## src/rtl/irq_seq_pkg.sv

```systemverilog
package irq_seq_pkg;

  localparam int ADDR_W = 16;
  localparam int DATA_W = 8;
  localparam int PUSH_BYTES = 5;

  typedef logic [ADDR_W-1:0] addr_t;
  typedef logic [DATA_W-1:0] byte_t;

  typedef enum logic [4:0] {
    ST_IDLE,
    ST_E_DUMMY,
    ST_E_PCL,
    ST_E_PCH,
    ST_E_X,
    ST_E_A,
    ST_E_CCR,
    ST_E_VH,
    ST_E_VL,
    ST_F_VEC,
    ST_R_DUMMY,
    ST_R_CCR,
    ST_R_A,
    ST_R_X,
    ST_R_PCH,
    ST_R_PCL,
    ST_F_OPC,
    ST_F_OPD
  } seq_state_t;

  // address pushed as the resume point
  function automatic addr_t stacked_pc(input addr_t pc);
    return pc - addr_t'(1);
  endfunction

  function automatic byte_t hi_byte(input addr_t v);
    return v[ADDR_W-1:DATA_W];
  endfunction

  function automatic byte_t lo_byte(input addr_t v);
    return v[DATA_W-1:0];
  endfunction

  // pre-increment pop address
  function automatic addr_t pop_addr(input addr_t sp);
    return sp + addr_t'(1);
  endfunction

  function automatic byte_t with_mask(input byte_t c, input int bit_idx);
    return c | (byte_t'(1) << bit_idx);
  endfunction

  function automatic logic is_entry_step(input seq_state_t s);
    return (s inside {ST_E_DUMMY, ST_E_PCL, ST_E_PCH, ST_E_X, ST_E_A,
                      ST_E_CCR, ST_E_VH, ST_E_VL});
  endfunction

  function automatic logic is_return_step(input seq_state_t s);
    return (s inside {ST_R_DUMMY, ST_R_CCR, ST_R_A, ST_R_X, ST_R_PCH, ST_R_PCL});
  endfunction

  function automatic logic is_push_step(input seq_state_t s);
    return (s inside {ST_E_PCL, ST_E_PCH, ST_E_X, ST_E_A, ST_E_CCR});
  endfunction

  function automatic logic is_pop_step(input seq_state_t s);
    return (s inside {ST_R_CCR, ST_R_A, ST_R_X, ST_R_PCH, ST_R_PCL});
  endfunction

endpackage

```

## src/rtl/seq_ctrl.sv

```systemverilog
module seq_ctrl
  import irq_seq_pkg::*;
(
  input  logic       clk,
  input  logic       rst_n,
  input  logic       entry_go,
  input  logic       return_go,
  output seq_state_t state,
  output logic       busy,
  output logic       accept_entry,
  output logic       accept_return,
  output logic       in_entry,
  output logic       in_return
);

  seq_state_t state_nx;

  assign in_entry      = is_entry_step(state);
  assign in_return     = is_return_step(state);
  assign busy          = in_entry | in_return;
  assign accept_entry  = entry_go & ~busy;
  assign accept_return = return_go & ~entry_go & ~busy;

  function automatic seq_state_t advance(input seq_state_t s);
    case (s)
      ST_E_DUMMY: return ST_E_PCL;
      ST_E_PCL:   return ST_E_PCH;
      ST_E_PCH:   return ST_E_X;
      ST_E_X:     return ST_E_A;
      ST_E_A:     return ST_E_CCR;
      ST_E_CCR:   return ST_E_VH;
      ST_E_VH:    return ST_E_VL;
      ST_E_VL:    return ST_F_VEC;
      ST_R_DUMMY: return ST_R_CCR;
      ST_R_CCR:   return ST_R_A;
      ST_R_A:     return ST_R_X;
      ST_R_X:     return ST_R_PCH;
      ST_R_PCH:   return ST_R_PCL;
      ST_R_PCL:   return ST_F_OPC;
      ST_F_OPC:   return ST_F_OPD;
      default:    return ST_IDLE;
    endcase
  endfunction

  always_comb begin
    if (accept_entry)       state_nx = ST_E_DUMMY;
    else if (accept_return) state_nx = ST_R_DUMMY;
    else                    state_nx = advance(state);
  end

  always_ff @(posedge clk or negedge rst_n) begin
    if (!rst_n) state <= ST_IDLE;
    else        state <= state_nx;
  end

endmodule

```

## src/rtl/seq_regs.sv

```systemverilog
module seq_regs
  import irq_seq_pkg::*;
#(
  parameter addr_t RST_SP    = 16'h00FF,
  parameter int    IMASK_BIT = 3
) (
  input  logic       clk,
  input  logic       rst_n,
  input  seq_state_t state,
  input  logic       accept_entry,
  input  logic       accept_return,
  input  addr_t      pc_in,
  input  addr_t      sp_in,
  input  byte_t      x_in,
  input  byte_t      a_in,
  input  byte_t      ccr_in,
  input  addr_t      vec_in,
  input  byte_t      rdata,
  output addr_t      pc_q,
  output addr_t      sp_q,
  output byte_t      x_q,
  output byte_t      a_q,
  output byte_t      ccr_q,
  output addr_t      vec_q
);

  localparam byte_t RST_CCR = with_mask('0, IMASK_BIT);

  always_ff @(posedge clk or negedge rst_n) begin
    if (!rst_n) begin
      pc_q  <= '0;
      sp_q  <= RST_SP;
      x_q   <= '0;
      a_q   <= '0;
      ccr_q <= RST_CCR;
      vec_q <= '0;
    end else if (accept_entry) begin
      pc_q  <= pc_in;
      sp_q  <= sp_in;
      x_q   <= x_in;
      a_q   <= a_in;
      ccr_q <= ccr_in;
      vec_q <= vec_in;
    end else if (accept_return) begin
      sp_q <= sp_in;
    end else begin
      if (is_push_step(state)) sp_q <= sp_q - addr_t'(1);
      if (is_pop_step(state))  sp_q <= pop_addr(sp_q);
      case (state)
        ST_E_CCR: ccr_q <= with_mask(ccr_q, IMASK_BIT);
        ST_E_VH:  pc_q[ADDR_W-1:DATA_W] <= rdata;
        ST_E_VL:  pc_q[DATA_W-1:0]      <= rdata;
        ST_R_CCR: ccr_q <= rdata;
        ST_R_A:   a_q   <= rdata;
        ST_R_X:   x_q   <= rdata;
        ST_R_PCH: pc_q[ADDR_W-1:DATA_W] <= rdata;
        ST_R_PCL: pc_q[DATA_W-1:0]      <= rdata;
        default: ;
      endcase
    end
  end

endmodule

```

## src/rtl/seq_bus.sv

```systemverilog
module seq_bus
  import irq_seq_pkg::*;
(
  input  seq_state_t state,
  input  addr_t      pc_q,
  input  addr_t      sp_q,
  input  byte_t      x_q,
  input  byte_t      a_q,
  input  byte_t      ccr_q,
  input  addr_t      vec_q,
  output addr_t      bus_addr,
  output byte_t      bus_wdata,
  output logic       bus_read,
  output logic       bus_valid
);

  addr_t ret_pc;
  assign ret_pc = stacked_pc(pc_q);

  always_comb begin
    bus_addr  = pc_q;
    bus_wdata = '0;
    bus_read  = 1'b1;
    bus_valid = 1'b1;
    case (state)
      ST_E_DUMMY, ST_R_DUMMY: bus_addr = sp_q;
      ST_E_PCL: begin bus_addr = sp_q; bus_read = 1'b0; bus_wdata = lo_byte(ret_pc); end
      ST_E_PCH: begin bus_addr = sp_q; bus_read = 1'b0; bus_wdata = hi_byte(ret_pc); end
      ST_E_X:   begin bus_addr = sp_q; bus_read = 1'b0; bus_wdata = x_q; end
      ST_E_A:   begin bus_addr = sp_q; bus_read = 1'b0; bus_wdata = a_q; end
      ST_E_CCR: begin bus_addr = sp_q; bus_read = 1'b0; bus_wdata = ccr_q; end
      ST_E_VH:  bus_addr = vec_q;
      ST_E_VL:  bus_addr = vec_q + addr_t'(1);
      ST_R_CCR, ST_R_A, ST_R_X, ST_R_PCH, ST_R_PCL: bus_addr = pop_addr(sp_q);
      ST_F_VEC, ST_F_OPC: bus_addr = pc_q;
      ST_F_OPD: bus_addr = pc_q + addr_t'(1);
      default:  bus_valid = 1'b0;
    endcase
  end

endmodule

```

## src/rtl/irq_stack_seq.sv

```systemverilog
module irq_stack_seq
  import irq_seq_pkg::*;
#(
  parameter logic [15:0] RST_SP    = 16'h00FF,
  parameter int          IMASK_BIT = 3
) (
  input  logic        clk,
  input  logic        rst_n,
  input  logic        entry_go,
  input  logic        return_go,
  input  logic [15:0] pc_in,
  input  logic [15:0] sp_in,
  input  logic [7:0]  x_in,
  input  logic [7:0]  a_in,
  input  logic [7:0]  ccr_in,
  input  logic [15:0] vec_in,
  input  logic [7:0]  bus_rdata,
  output logic [15:0] bus_addr,
  output logic [7:0]  bus_wdata,
  output logic        bus_read,
  output logic        bus_valid,
  output logic        busy,
  output logic [15:0] pc_out,
  output logic [15:0] sp_out,
  output logic [7:0]  x_out,
  output logic [7:0]  a_out,
  output logic [7:0]  ccr_out
);

  seq_state_t state;
  logic accept_entry, accept_return;
  logic in_entry, in_return;
  logic vec_fetch;
  addr_t vec_q;

  assign vec_fetch = (state == ST_F_VEC);

  seq_ctrl u_ctrl (
    .clk(clk), .rst_n(rst_n),
    .entry_go(entry_go), .return_go(return_go),
    .state(state), .busy(busy),
    .accept_entry(accept_entry), .accept_return(accept_return),
    .in_entry(in_entry), .in_return(in_return)
  );

  seq_regs #(.RST_SP(RST_SP), .IMASK_BIT(IMASK_BIT)) u_regs (
    .clk(clk), .rst_n(rst_n), .state(state),
    .accept_entry(accept_entry), .accept_return(accept_return),
    .pc_in(pc_in), .sp_in(sp_in), .x_in(x_in), .a_in(a_in),
    .ccr_in(ccr_in), .vec_in(vec_in), .rdata(bus_rdata),
    .pc_q(pc_out), .sp_q(sp_out), .x_q(x_out), .a_q(a_out),
    .ccr_q(ccr_out), .vec_q(vec_q)
  );

  seq_bus u_bus (
    .state(state), .pc_q(pc_out), .sp_q(sp_out), .x_q(x_out),
    .a_q(a_out), .ccr_q(ccr_out), .vec_q(vec_q),
    .bus_addr(bus_addr), .bus_wdata(bus_wdata),
    .bus_read(bus_read), .bus_valid(bus_valid)
  );

endmodule

```

## config.mk

```make
export PLATFORM = sky130hd
export DESIGN_NAME = irq_stack_seq
export DESIGN_NICKNAME = d
export VERILOG_FILES = /design/src/rtl/irq_seq_pkg.sv /design/src/rtl/seq_ctrl.sv /design/src/rtl/seq_regs.sv /design/src/rtl/seq_bus.sv /design/src/rtl/irq_stack_seq.sv
export SDC_FILE = /design/constraint.sdc
export NUM_CORES = 1
export LEC_CHECK = 0
export BUFFER_PORTS_ARGS = -buffer_cell sky130_fd_sc_hd__buf_2
export CAP_MARGIN = 40
export CORE_ASPECT_RATIO = 1.1
export CORE_MARGIN = 2
export CORE_UTILIZATION = 40
export CTS_CLUSTER_DIAMETER = 30
export DETAILED_ROUTE_END_ITERATION = 12
export MAX_ROUTING_LAYER = met4
export PLACE_DENSITY_LB_ADDON = 0.1
export SYNTH_ARGS = -nofsm -noshare
export SYNTH_HDL_FRONTEND = slang
export SYNTH_SLANG_ARGS = --single-unit
```

## constraint.sdc

```tcl
create_clock -name clk -period 8.5 [get_ports clk]
set_input_delay 0.85 -clock clk [delete_from_list [all_inputs] [get_ports clk]]
set_output_delay 0.85 -clock clk [all_outputs]
set_load 0.005 [all_outputs]
```

==> run summary <==
Seq cells post-synth -> 77
Worst-path cell chain -> inv_1 > ha_1 > nor4bb_2 > buf_4 > nand2_1 > nand2_1 > ha_1 > and3_1 > nand4_1 > mux2i_1 > xnor2_1 > o221a_2 > a21oi_1 > buf_2
Reg2reg setup slack -> 4.99 ns
Post-DP HPWL -> 16.63 mm
Final net count -> 959
Final setup margin -> 3.877 ns
Total negative slack -> 0 ns
First-pass GRT wire length -> 34.87 mm
Max IR drop VDD -> 0.1879 mV
Fin. Hold Viols -> 0
Postcts setup bufs -> 0
Initial Utilization -> 40.63%
Fmax -> 216.3 MHz
Post-synth cell types -> 77
Hold Path Class -> input port to asynchronous set/reset pin
Startpoint types -> register
Status -> finished, final reports clean
Final setup violation count -> 0
Share of cells above drive strength 1 -> 27.24%
Worst slack at placement -> 4.320 ns
Critical Path RT -> 7.65 ns
EDFF count, synth -> 0
DR DRC count -> 0
Delay-heaviest family, CP -> simple AND/OR/NAND/NOR gates
Final Critical Period -> 4.623 ns
Area growth syn-to-layout -> 20.17%
Router iterations before antenna repair -> 8
Post-synth top flop -> dfrtp_1
Routed wire length -> 22.34 mm
Number of I/O port buffers -> 166
Number of I/O pins -> 167
Worst R2R Path Depth -> 6
Routed Antenna Nets -> 0
Clock tree buffer depth -> 2
Mapped Cells -> 744
Grt ovf -> 0
Pin count of the biggest net entering global routing -> 99
Total CTS buffers -> 9
Initial antenna violation count -> 0
Post-Syn Area -> 6092 sq um
Clock Skew -> 0.004596 ns
Crit path DAT -> 3.77 ns
All-Layer GR Usage -> 28.41%
H-tree depth -> 3
Vias -> 6394
Diodes inserted -> 0
Worst-Skew Late Latency -> 0.35 ns
Final Power -> 3.318 mW
Power Dens Cells -> 453.3 nW/um^2
Slew HR -> 41.30%
Synth warnings -> 0
Number of global-route vias before repair -> 6148
Die W -> 121.7 um
Die area -> 16230 sq um
Critical path buffers and inverters -> 3
Final Max Tran Viols -> 0
Max-cap violations -> 0
Worst-path maximum fanout -> 14
Ys async rst share -> 100.0%
RSZ-0062 raised after global routing -> no
CTS tree -> built
Max incr delay on CP -> 0.43 ns
Vias per cell -> 5.998
Fin crit share -> 54.39%
Critical Path Stages -> 14
Lkg Pwr -> 3.178 nW
Clk sink count -> 77
CTS Hold Buffers Added -> 0
Seq/Total Area, Yosys -> 31.81%
Detailed-route wire length per cell -> 20.95 um
Die Span Y -> 133.4 um
CP Capture Type -> primary output
Critical path class -> register to primary output
Finished Core Util -> 48.82%
Root Buffer -> clkbuf_16
Worst-path clk slew -> 0.06 ns
Routability cong. -> 0.9239
DRT iter0 DRCs -> 577
Num rows -> 47
Core area -> 15000 sq um
Mean area per synthesized cell -> 8.188 sq um
CP max-delay cell -> ha_1
Syn_nets -> 838
Post-CTS Resized -> 0
Tightest Pin Transition -> 0.8805 ns
## synth_stat cells, types with 9 or more instances
master,number,share of area (%)
nand2_1,89,5.5
o21ai_0,71,5.8
dfrtp_1,68,28
nor2_1,52,3.2
clkbuf_1,48,3.0
mux2i_1,43,7.1
a21oi_1,40,3.3
nand3_1,23,1.9
xnor2_1,22,3.2
xor2_1,18,2.6
inv_1,16,0.99
mux2_2,16,3.0
and3_1,15,1.5
nor3_1,15,1.2
nand4_1,14,1.4
buf_2,12,0.99
a221oi_1,11,1.6
a31oi_1,10,1.0
ha_1,10,2.1
dfstp_2,9,3.9
## layer usage
layer  vias up  global-route usage [%]  share of wire [%]
met4         0                   8.301                2.3
li1       2980                       -                  -
met1      3096                   36.82                 43
met2       284                   45.47                 49
met3        34                   5.094                6.4
met5         -                       -                  0
## cell families after synthesis
kind of cell / share of synthesized area [%]
xor+xnor: 5.751
compound gates: 22.24
simple gates: 22.57
flops: 31.81
buf+inv: 5.545
fa+ha+maj: 2.054
mux: 10.02
## metrics by stage
step	area [sq um]	instances	hold slack [ns]
4_1_cts	7321	1066	0.4642
3_5_place_dp	7019	1050	0.5686
3_3_place_gp	6945	1046	0.5557
5_1_grt	7321	1066	0.4883
2_1_floorplan	6092	744	0.5020
6_report	7321	1066	0.4551
## layout make-up
cell class / instances / area, sq um
clock buffer: 11 / 242.7
multi-input combinational: 585 / 3824
timing repair buffer: 176 / 952.2
sequential: 77 / 1938
fill: 1560 / 7675
inverter: 16 / 60.06
clock inverter: 5 / 58.81
tap: 196 / 245.2
## worst paths after layout
check / start / to
max: u_ctrl.state[1] / bus_addr[12]
min reg2reg: u_regs.vec_q[6] / u_regs.vec_q[6]
min in group clk: u_regs.vec_q[6] / u_regs.vec_q[6]
max in group asynchronous: rst_n / u_regs.ccr_q[3]
min: rst_n / u_regs.sp_q[10]
max reg2reg: u_ctrl.state[2] / u_regs.sp_q[8]
## where the power goes
group,switching [mW],total (mW),leakage [nW],internal (mW)
clock,0.164,0.400,0.142,0.236
sequential,0.393,0.968,0.916,0.575
combinational,1.11,1.95,2.12,0.845
## registers in the layout (all words and copies together), names as in the netlist
| name | flops |
|---|---|
| u_ctrl.state | 5 |
| u_regs.a_q | 8 |
| u_regs.ccr_q | 8 |
| u_regs.pc_q | 16 |
| u_regs.sp_q | 16 |
| u_regs.vec_q | 16 |
| u_regs.x_q | 8 |
## worst register-to-register path: stages, from the launching register on
cell     delay, ns
dfrtp_1       0.75
inv_1         0.33
or4_1         0.90
and4_1        0.57
nand2_2       0.30
a21bo_1       0.24
a221o_1       0.30
## layout by cell type (no fill, tap or decap), types with 6 or more instances in the layout
cell type	netlist	layout
buf_2	12	165
nand2_1	89	89
o21ai_0	71	71
dfrtp_1	68	68
nor2_1	52	52
mux2i_1	43	43
a21oi_1	40	40
nand3_1	23	23
xnor2_1	22	22
xor2_1	18	18
mux2_2	16	16
inv_1	16	16
nor3_1	15	15
and3_1	15	15
nand4_1	14	14
a221oi_1	11	11
a31oi_1	10	10
ha_1	10	10
clkbuf_16	0	9
dfstp_2	9	9
buf_4	0	8
nor4_1	7	7
o22ai_1	7	7
o221ai_1	7	7
and2_1	7	6
o211ai_1	6	6
No activity file was read; power rests on OpenSTA's default activity.
